**src/rtl/lamp_prot_pkg.sv**
```systemverilog
package lamp_prot_pkg;

    typedef enum logic [1:0] {
        M_OFF    = 2'd0,
        M_STRIKE = 2'd1,
        M_RUN    = 2'd2,
        M_HALT   = 2'd3
    } mode_e;

    typedef enum logic [3:0] {
        C_NONE   = 4'd0,
        C_OTEMP  = 4'd1,
        C_ARC    = 4'd2,
        C_SHORT  = 4'd3,
        C_COMP   = 4'd4,
        C_LIMIT  = 4'd5,
        C_WARN   = 4'd6,
        C_OPEN   = 4'd7,
        C_STRIKE = 4'd8
    } cause_e;

    // timed fault slots; slot i reports cause code i + 2
    localparam int NUM_TIMED = 6;
    localparam int SLOT_ARC   = 0;
    localparam int SLOT_SHORT = 1;
    localparam int SLOT_COMP  = 2;
    localparam int SLOT_LIMIT = 3;
    localparam int SLOT_WARN  = 4;
    localparam int SLOT_OPEN  = 5;

    localparam int DEF_STRIKE_CYC = 450;
    localparam int DEF_FLT_STRIKE = 450;
    localparam int DEF_FLT_RUN    = 32;
    localparam int DEF_WARN_STR   = 451;
    localparam int DEF_WARN_RUN   = 3;
    localparam int DEF_OPEN_RUN   = 3;
    localparam int DEF_ARC_MAIN   = 2;

    function automatic int max2(int a, int b);
        return (a > b) ? a : b;
    endfunction

    function automatic cause_e slot_cause(int slot);
        return cause_e'(4'(slot + 2));
    endfunction

endpackage

```
**src/rtl/fault_timer.sv**
```systemverilog
module fault_timer #(
    parameter int CNT_W = 9
) (
    input  logic             clk,
    input  logic             rst,
    input  logic             clr,
    input  logic             flag,
    input  logic             tick,
    input  logic [CNT_W-1:0] limit,
    output logic             expire
);
    logic [CNT_W-1:0] count_q;
    logic [CNT_W:0]   count_nx;

    assign count_nx = {1'b0, count_q} + {{CNT_W{1'b0}}, 1'b1};
    assign expire   = !clr && flag && tick && (count_nx >= {1'b0, limit});

    always_ff @(posedge clk) begin
        if (rst || clr || !flag) begin
            count_q <= '0;
        end else if (tick && !expire) begin
            count_q <= count_nx[CNT_W-1:0];
        end
    end
endmodule

```
**src/rtl/fault_bank.sv**
```systemverilog
module fault_bank
    import lamp_prot_pkg::*;
#(
    parameter int CNT_W      = 9,
    parameter int FLT_STRIKE = DEF_FLT_STRIKE,
    parameter int FLT_RUN    = DEF_FLT_RUN,
    parameter int WARN_STR   = DEF_WARN_STR,
    parameter int WARN_RUN   = DEF_WARN_RUN,
    parameter int OPEN_RUN   = DEF_OPEN_RUN,
    parameter int ARC_MAIN   = DEF_ARC_MAIN
) (
    input  logic                 clk,
    input  logic                 rst,
    input  logic                 clr,
    input  logic                 in_run,
    input  logic [NUM_TIMED-1:0] flags,
    input  logic                 burst_tick,
    input  logic                 main_tick,
    output logic [NUM_TIMED-1:0] expire
);
    localparam int LIM_STRIKE [NUM_TIMED] =
        '{ARC_MAIN, FLT_STRIKE, FLT_STRIKE, FLT_STRIKE, WARN_STR, OPEN_RUN};
    localparam int LIM_RUN [NUM_TIMED] =
        '{ARC_MAIN, FLT_RUN, FLT_RUN, FLT_RUN, WARN_RUN, OPEN_RUN};

    for (genvar i = 0; i < NUM_TIMED; i++) begin : g_slot
        logic [CNT_W-1:0] lim;
        logic             tk;
        assign lim = in_run ? CNT_W'(LIM_RUN[i]) : CNT_W'(LIM_STRIKE[i]);
        if (i == SLOT_ARC) begin : g_main
            assign tk = main_tick;
        end else begin : g_burst
            assign tk = burst_tick;
        end
        fault_timer #(.CNT_W(CNT_W)) u_tmr (
            .clk    (clk),
            .rst    (rst),
            .clr    (clr),
            .flag   (flags[i]),
            .tick   (tk),
            .limit  (lim),
            .expire (expire[i])
        );
    end
endmodule

```
**src/rtl/mode_fsm.sv**
```systemverilog
module mode_fsm
    import lamp_prot_pkg::*;
(
    input  logic                 clk,
    input  logic                 rst,
    input  logic                 active,
    input  logic                 fb_low,
    input  logic                 burst_tick,
    input  logic                 over_temp,
    input  logic                 strike_exp,
    input  logic [NUM_TIMED-1:0] expire,
    output mode_e                mode_q,
    output cause_e               cause_q,
    output logic                 pulse_q
);
    mode_e  mode_d;
    cause_e cause_d;
    cause_e first_cause;
    logic   any_exp;

    // lowest slot wins
    always_comb begin
        first_cause = C_NONE;
        any_exp     = 1'b0;
        for (int i = NUM_TIMED - 1; i >= 0; i--) begin
            if (expire[i]) begin
                first_cause = slot_cause(i);
                any_exp     = 1'b1;
            end
        end
    end

    always_comb begin
        mode_d  = mode_q;
        cause_d = cause_q;
        if (!active) begin
            mode_d  = M_OFF;
            cause_d = C_NONE;
        end else begin
            unique case (mode_q)
                M_OFF: mode_d = M_STRIKE;
                M_STRIKE, M_RUN: begin
                    if (over_temp) begin
                        mode_d  = M_HALT;
                        cause_d = C_OTEMP;
                    end else if (any_exp) begin
                        mode_d  = M_HALT;
                        cause_d = first_cause;
                    end else if (mode_q == M_STRIKE && burst_tick) begin
                        if (!fb_low) begin
                            mode_d = M_RUN;
                        end else if (strike_exp) begin
                            mode_d  = M_HALT;
                            cause_d = C_STRIKE;
                        end
                    end
                end
                default: mode_d = M_HALT;
            endcase
        end
    end

    always_ff @(posedge clk) begin
        if (rst) begin
            mode_q  <= M_OFF;
            cause_q <= C_NONE;
            pulse_q <= 1'b0;
        end else begin
            mode_q  <= mode_d;
            cause_q <= cause_d;
            pulse_q <= (mode_d == M_HALT) && (mode_q != M_HALT);
        end
    end
endmodule

```
**src/rtl/lamp_prot_seq.sv**
```systemverilog
module lamp_prot_seq
    import lamp_prot_pkg::*;
#(
    parameter int STRIKE_CYC = DEF_STRIKE_CYC,
    parameter int FLT_STRIKE = DEF_FLT_STRIKE,
    parameter int FLT_RUN    = DEF_FLT_RUN,
    parameter int WARN_STR   = DEF_WARN_STR,
    parameter int WARN_RUN   = DEF_WARN_RUN,
    parameter int OPEN_RUN   = DEF_OPEN_RUN,
    parameter int ARC_MAIN   = DEF_ARC_MAIN
) (
    input  logic       clk,
    input  logic       rst,
    input  logic       supply_ok,
    input  logic       enable,
    input  logic       fb_low,
    input  logic       reg_warn,
    input  logic       reg_limit,
    input  logic       arc,
    input  logic       short_flt,
    input  logic       comp_high,
    input  logic       over_temp,
    input  logic       burst_tick,
    input  logic       main_tick,
    output logic [1:0] mode,
    output logic       shutdown,
    output logic       burst_allow,
    output logic       trip_pulse,
    output logic [3:0] cause
);
    localparam int MAX_LIM = max2(max2(max2(STRIKE_CYC, FLT_STRIKE), max2(FLT_RUN, WARN_STR)),
                                  max2(max2(WARN_RUN, OPEN_RUN), ARC_MAIN));
    localparam int CNT_W   = $clog2(MAX_LIM + 1);

    mode_e                mode_q;
    cause_e               cause_q;
    logic                 pulse_q;
    logic                 active, in_strike, in_run, tmr_clr, strike_exp;
    logic [NUM_TIMED-1:0] flags, expire;

    assign active    = supply_ok && enable;
    assign in_strike = (mode_q == M_STRIKE);
    assign in_run    = (mode_q == M_RUN);
    assign tmr_clr   = !active || !(in_strike || in_run);

    always_comb begin
        flags             = '0;
        flags[SLOT_ARC]   = arc;
        flags[SLOT_SHORT] = short_flt;
        flags[SLOT_COMP]  = comp_high;
        flags[SLOT_LIMIT] = reg_limit;
        flags[SLOT_WARN]  = reg_warn;
        flags[SLOT_OPEN]  = fb_low && in_run;
    end

    fault_bank #(
        .CNT_W      (CNT_W),
        .FLT_STRIKE (FLT_STRIKE),
        .FLT_RUN    (FLT_RUN),
        .WARN_STR   (WARN_STR),
        .WARN_RUN   (WARN_RUN),
        .OPEN_RUN   (OPEN_RUN),
        .ARC_MAIN   (ARC_MAIN)
    ) u_bank (
        .clk        (clk),
        .rst        (rst),
        .clr        (tmr_clr),
        .in_run     (in_run),
        .flags      (flags),
        .burst_tick (burst_tick),
        .main_tick  (main_tick),
        .expire     (expire)
    );

    // striking window: counts every burst tick spent in STRIKE
    fault_timer #(.CNT_W(CNT_W)) u_strike (
        .clk    (clk),
        .rst    (rst),
        .clr    (!active || !in_strike),
        .flag   (in_strike),
        .tick   (burst_tick),
        .limit  (CNT_W'(STRIKE_CYC)),
        .expire (strike_exp)
    );

    mode_fsm u_fsm (
        .clk        (clk),
        .rst        (rst),
        .active     (active),
        .fb_low     (fb_low),
        .burst_tick (burst_tick),
        .over_temp  (over_temp),
        .strike_exp (strike_exp),
        .expire     (expire),
        .mode_q     (mode_q),
        .cause_q    (cause_q),
        .pulse_q    (pulse_q)
    );

    assign mode        = mode_q;
    assign cause       = cause_q;
    assign trip_pulse  = pulse_q;
    assign shutdown    = (mode_q == M_HALT);
    assign burst_allow = in_run;
endmodule

```
**config.mk**
```make
export PLATFORM = sky130hd
export DESIGN_NAME = lamp_prot_seq
export DESIGN_NICKNAME = d
export VERILOG_FILES = /design/src/rtl/lamp_prot_pkg.sv /design/src/rtl/fault_timer.sv /design/src/rtl/fault_bank.sv /design/src/rtl/mode_fsm.sv /design/src/rtl/lamp_prot_seq.sv
export SDC_FILE = /design/constraint.sdc
export NUM_CORES = 1
export LEC_CHECK = 0
export ABC_AREA = 1
export BUFFER_PORTS_ARGS = -buffer_cell sky130_fd_sc_hd__clkbuf_2
export CORE_ASPECT_RATIO = 1.25
export CORE_UTILIZATION = 45
export DETAILED_ROUTE_END_ITERATION = 7
export HOLD_SLACK_MARGIN = 0.02
export PLACE_DENSITY = 0.72
export SLEW_MARGIN = 20
export SYNTH_ARGS = -nofsm -noshare
export SYNTH_HDL_FRONTEND = slang
export SYNTH_SLANG_ARGS = --single-unit
```
**constraint.sdc**
```tcl
create_clock -name clk -period 6.71 [get_ports clk]
set_input_delay 1.342 -clock clk [delete_from_list [all_inputs] [get_ports clk]]
set_output_delay 1.342 -clock clk [all_outputs]
set_load 0.01 [all_outputs]
```
After elaboration in Yosys (flattened, before gate mapping). Cells that the tools add are included.

Add/sub/neg operators: 7. $lt $le $gt $ge: 7. Equality and inequality tests: 5. Muxes and demuxes: 26. Bitwise operators: 1. Reduce and logical (&&, ||, !) cells: 69.

Operator list (count): $add A9 B1 Y10 const B (7); $ge A10 B9 Y1 (4); $logic_and A1 B1 Y1 (32); $ge A10 B2 Y1 const B (2); $mux W4 (5); $logic_not A1 Y1 (18); $mux W3 (6); $mux W9 (2); $logic_or A1 B1 Y1 (12); $mux W2 (6); $ge A10 B9 Y1 const B (1); $reduce_bool A3 Y1 (3); $eq A2 B2 Y1 const B (3); $mux W1 (6); $pmux W2 S2 (1); $reduce_and A4 Y1 (1); $reduce_or A2 Y1 (2); $eq A2 B1 Y1 const B (1); $logic_not A2 Y1 (1); $ne A2 B2 Y1 const B (1); $not A1 Y1 (1).

Bits in registers: 70. Bits of input ports: 13. Word-level logic and storage cells: 125.

Logic depth before layout (Yosys ltp).
Word-level depth: 20. Depth in mapped cells: 21.

By module. From an unflattened synthesis, not the netlist that was laid out.

Cells, all modules: 1014. Area total of the unflattened synthesis: 6417.4 µm².

By module, submodules not included: fault_timer (instances 7, cells an instance 131, area an instance 832.0 µm²); mode_fsm (instances 1, cells an instance 80, area an instance 500.5 µm²); lamp_prot_seq (instances 1, cells an instance 14, area an instance 81.3 µm²); fault_bank (instances 1, cells an instance 3, area an instance 11.3 µm²).

Least setup slack after synthesis. Ideal clock, no wire load.

Path kind: reg-to-reg. Start point: reg u_fsm.mode_q[1]. End point: reg u_fsm.pulse_q. Setup time: 0.115 ns. Data arrival time: 2.556 ns. Path slack: 4.039 ns. Stages on the path, launching flop included: 17. Clock period less this slack: 2.671 ns. Path through: dfxtp_1 ha_1 inv_1 ha_1 nand3_1 clkinv_1 nand2_1 nand2_1 nand2_1 nand4_1 nand2_4 nand2_4 nor2_8 nand3_1 nand2_1 nand2_2 nor2b_4.

Word-level cells in the longest chain between the ends: 20. Elaborated cells on any way between the ends: 56. Those cells by class: order compare: 4; eq/ne: 4; mux: 15; reduce/logical: 33.

RTL lines: start: declaration (line mode_fsm.sv:12) `output mode_e mode_q,`; start signal: assignment (line mode_fsm.sv:69) `mode_q <= mode_d;`; $eq A2 B2 Y1 * (line lamp_prot_seq.sv:43) `assign in_run = (mode_q == M_RUN);`; net burst_allow (line lamp_prot_seq.sv:27) `output logic burst_allow,`; branches (longest 15 deep; another with $ge A10 B9 Y1); $pmux W2 S2 * (line mode_fsm.sv:40) `unique case (mode_q)`; $mux W2 * (line mode_fsm.sv:36) `if (!active) begin`; $eq A2 B2 Y1 * (line mode_fsm.sv:71) `pulse_q <= (mode_d == M_HALT) && (mode_q != M_HALT);`; $logic_and A1 B1 Y1 * (line mode_fsm.sv:71); end signal: assignment (line mode_fsm.sv:71); end: declaration (line mode_fsm.sv:14) `output logic pulse_q`.

Mark *: on every way through the listed nets, which the timed path passes. A chain may end at the register's enable or synchronous reset.

Worst setup path in the final report.
Start point: reg u_fsm.mode_q[0]. End point: reg u_fsm.pulse_q.

Word-level cells in the longest chain between the ends: 20. Elaborated cells on any way between the ends: 56. Those cells by class: order compare: 4; eq/ne: 4; mux: 15; reduce/logical: 33.

RTL lines (line): branches (longest 19 deep; another with $ge A10 B9 Y1); $logic_and A1 B1 Y1 * (mode_fsm.sv:71).

Mark *: on every way between the ends.

==> run metrics <==
ANT nets after route 0; crit path kind flip-flop to flip-flop; slew at the pin closest to its max-slew limit 0.783 ns; drt wl/cell 11.9 um; CTS hold repair buffers 0; Post-Syn Instances 714; Mapped Avg Cell Area 6.65 sq um; final net count 786; required time of the critical path 6.93 ns; Port Buffer Count 21; # diodes 0; worst min path class flip-flop to flip-flop; synth unique cells 32; Slew headroom 47.4%; TritonCTS clock tree yes; Fmax 317 MHz; Initial Utilization 46.8%; layout cells sized above 1 10.9%; Post-CTS Setup Repair Bufs 0; Worst setup EP type flip-flop; core area 0.0102 sq mm; Die Area 0.0110 sq mm; HPWL after DPL 7990 um; Syn Nets 761; Synth async-reset ratio 0%; P_leak 2.35 nW; R2R Path End u_fsm.pulse_q; clock buffer depth 2; dpl ws 3.58 ns; CP max FO 14; hold endpoint u_strike.count_q[5]; CP max-delay cell ha_1; worst hold start u_strike.count_q[5]; ys flop type dfxtp_1; gr usage total 20.6%; die height 117 um; Worst Skew 0.00739 ns; hold slack 0.491 ns; period utilisation layout 47.1%; Max Slew Vio Count 0; GR Overflow Total 0; root buf cell clkbuf_16; Synth warnings 0; max incr delay on CP 0.62 ns; Max Cap Violations 0; fin crit period 3.16 ns; worst reg2reg path depth 17; clock sink count 70; Final setup viols 0; Final Hold Vio Count 0; first drt pass iteration count 8; Die Wd 93.9 um; worst r2r src u_fsm.mode_q[0]; mapped cell area 0.00475 sq mm; Worst EP arrival 3.38 ns; First DRT Iteration DRCs 206; Final Util 51.8%; vias in the first global route 4,292; Yosys reg bits 70; Pwr Total 0.915 mW; Hold Path Depth 2; post_cts resized 0; CP cell instances inv_1 -> ha_1 -> inv_1 -> ha_1 -> nand3_1 -> clkinv_1 -> nand2_1 -> nand2_1 -> nand2_1 -> nand4_1 -> nand2_4 -> nand2_4 -> nor2_8 -> nand3_1 -> nand2_1 -> nand2_2 -> nor2b_4; CTS buffer count 9; htree depth 3; I/O Pins 22; outcome finished, final reports clean; via count 4,550; via density per instance 5.21; most frequent cell on the critical path nand2_1; clock slew at reported path FFs 0.06 ns; clock insertion delay at the later pin of the skew report 0.33 ns; crit path launch type flip-flop; kind of cell adding the most delay to the critical path simple AND/OR/NAND/NOR gates; Area Overhead vs Synth 10.7%; Worst VDD drop 0.150 mV; buffer and inverter count on the worst path 3; initial antenna violation count 0; EDFF count, synth 0; Final TNS setup 0 ns; power per cell area 174 mW/mm^2; RSZ-0062 raised after global routing false; Setup WS post-layout 3.55 ns; Post-route DRC 0; Std-Cell Rows 41; first-pass GRT wire length 18,100 um; largest net degree at the start of global routing 17; FF-to-FF setup slack 3.55 ns; sequential cell area fraction in the yosys report 29.5%; total wire length 10,400 um; GP Congestion 0.846
[area by class of cell]
type                            instances  area, sq um
Inverter                              119          447
Tap cell                              129          161
Multi-Input combinational cell        518         2860
Clock inverter                          5         33.8
Fill cell                             963         4900
Clock buffer                           11          253
Timing Repair Buffer                   21          105
Sequential cell                        70         1400
[how the worst max path moves through the flow]
stage	start	endpoint	cells after the start
2_1_floorplan	u_fsm.mode_q[1]	u_fsm.pulse_q	16
6_report	u_fsm.mode_q[0]	u_fsm.pulse_q	17
3_3_place_gp	u_fsm.mode_q[0]	u_fsm.pulse_q	17
4_1_cts	u_fsm.mode_q[0]	u_fsm.pulse_q	17
5_1_grt	u_fsm.mode_q[0]	u_fsm.cause_q[0]	18
3_5_place_dp	u_fsm.mode_q[0]	u_fsm.pulse_q	17
[cell usage in the layout, fill, tap and decap left out, types with 7 or more instances in the layout]
master | netlist | final
nand3b_1 | 7 | 7
o21ai_1 | 13 | 13
dfxtp_1 | 70 | 70
clkbuf_16 | 0 | 9
nor2_1 | 80 | 80
inv_1 | 108 | 108
inv_2 | 9 | 9
nand2_1 | 142 | 142
clkbuf_2 | 0 | 21
xor2_1 | 18 | 18
nand2_2 | 15 | 15
a211oi_1 | 9 | 9
nand3_1 | 49 | 49
nor3_1 | 11 | 11
o21ai_0 | 32 | 32
ha_1 | 34 | 34
nand4_1 | 17 | 17
a21oi_1 | 55 | 55
[routing by layer]
layer  GRT usage [%]  wire length [um]  up-vias
met5               0                 0        -
met4            11.0               307        0
met3            3.62               341       23
met2            37.1              5180       79
met1            23.0              4580     2079
li1                -                 -     2369
[cells in the mapped netlist (all sizes together) (5+ instances only)]
library cell  count  share of area (%)
nand2           160                 14
inv             117                9.2
nor2             91                8.6
dfxtp            70                 29
a21oi            55                5.8
nand3            53                6.0
o21ai            45                4.7
ha               34                9.0
xor2             18                3.3
nand4            17                2.2
nor3             12                1.4
a211oi            9                1.4
buf               7               0.90
nand3b            7                1.1
xnor2             5               0.92
[sequential cells by signal, summed over array words and instances, names as in the netlist]
name / cells
u_strike.count_q: 9
u_fsm.mode_q: 2
u_fsm.cause_q: 4
u_fsm.pulse_q: 1
u_bank.g_slot.u_tmr.count_q: 54
[report_power, final]
part / switching (mW) / internal, mW / total [mW]
logic: 0.0305 / 0.0133 / 0.0438
registers: 0.00196 / 0.417 / 0.419
clock network: 0.182 / 0.269 / 0.452
total: 0.215 / 0.700 / 0.915
[tightest hold or removal path, cell delays in order, from the launching register on]
cell,delay (ns)
dfxtp_1,0.31
inv_1,0.08
a21oi_1,0.06
[cell families (layout without fill, tap and decap cells)]
kind of cell | after synthesis | after routing | synth area share, %
and+or+nand+nor | 344 | 344 | 33.9
buffers and inverters | 126 | 156 | 10.3
AOI/OAI and AO/OA | 117 | 117 | 13.1
DFF | 70 | 70 | 29.5
adders and majority gates | 34 | 34 | 8.95
xor gates and xnor gates | 23 | 23 | 4.24
[stage by stage]
stage	cell area, sq um	std cells
5_1_grt	5260	873
4_1_cts	5260	873
3_3_place_gp	4970	857
6_report	5260	873
3_5_place_dp	4970	857
2_1_floorplan	4750	714
(Power assumes the default switching activity.)
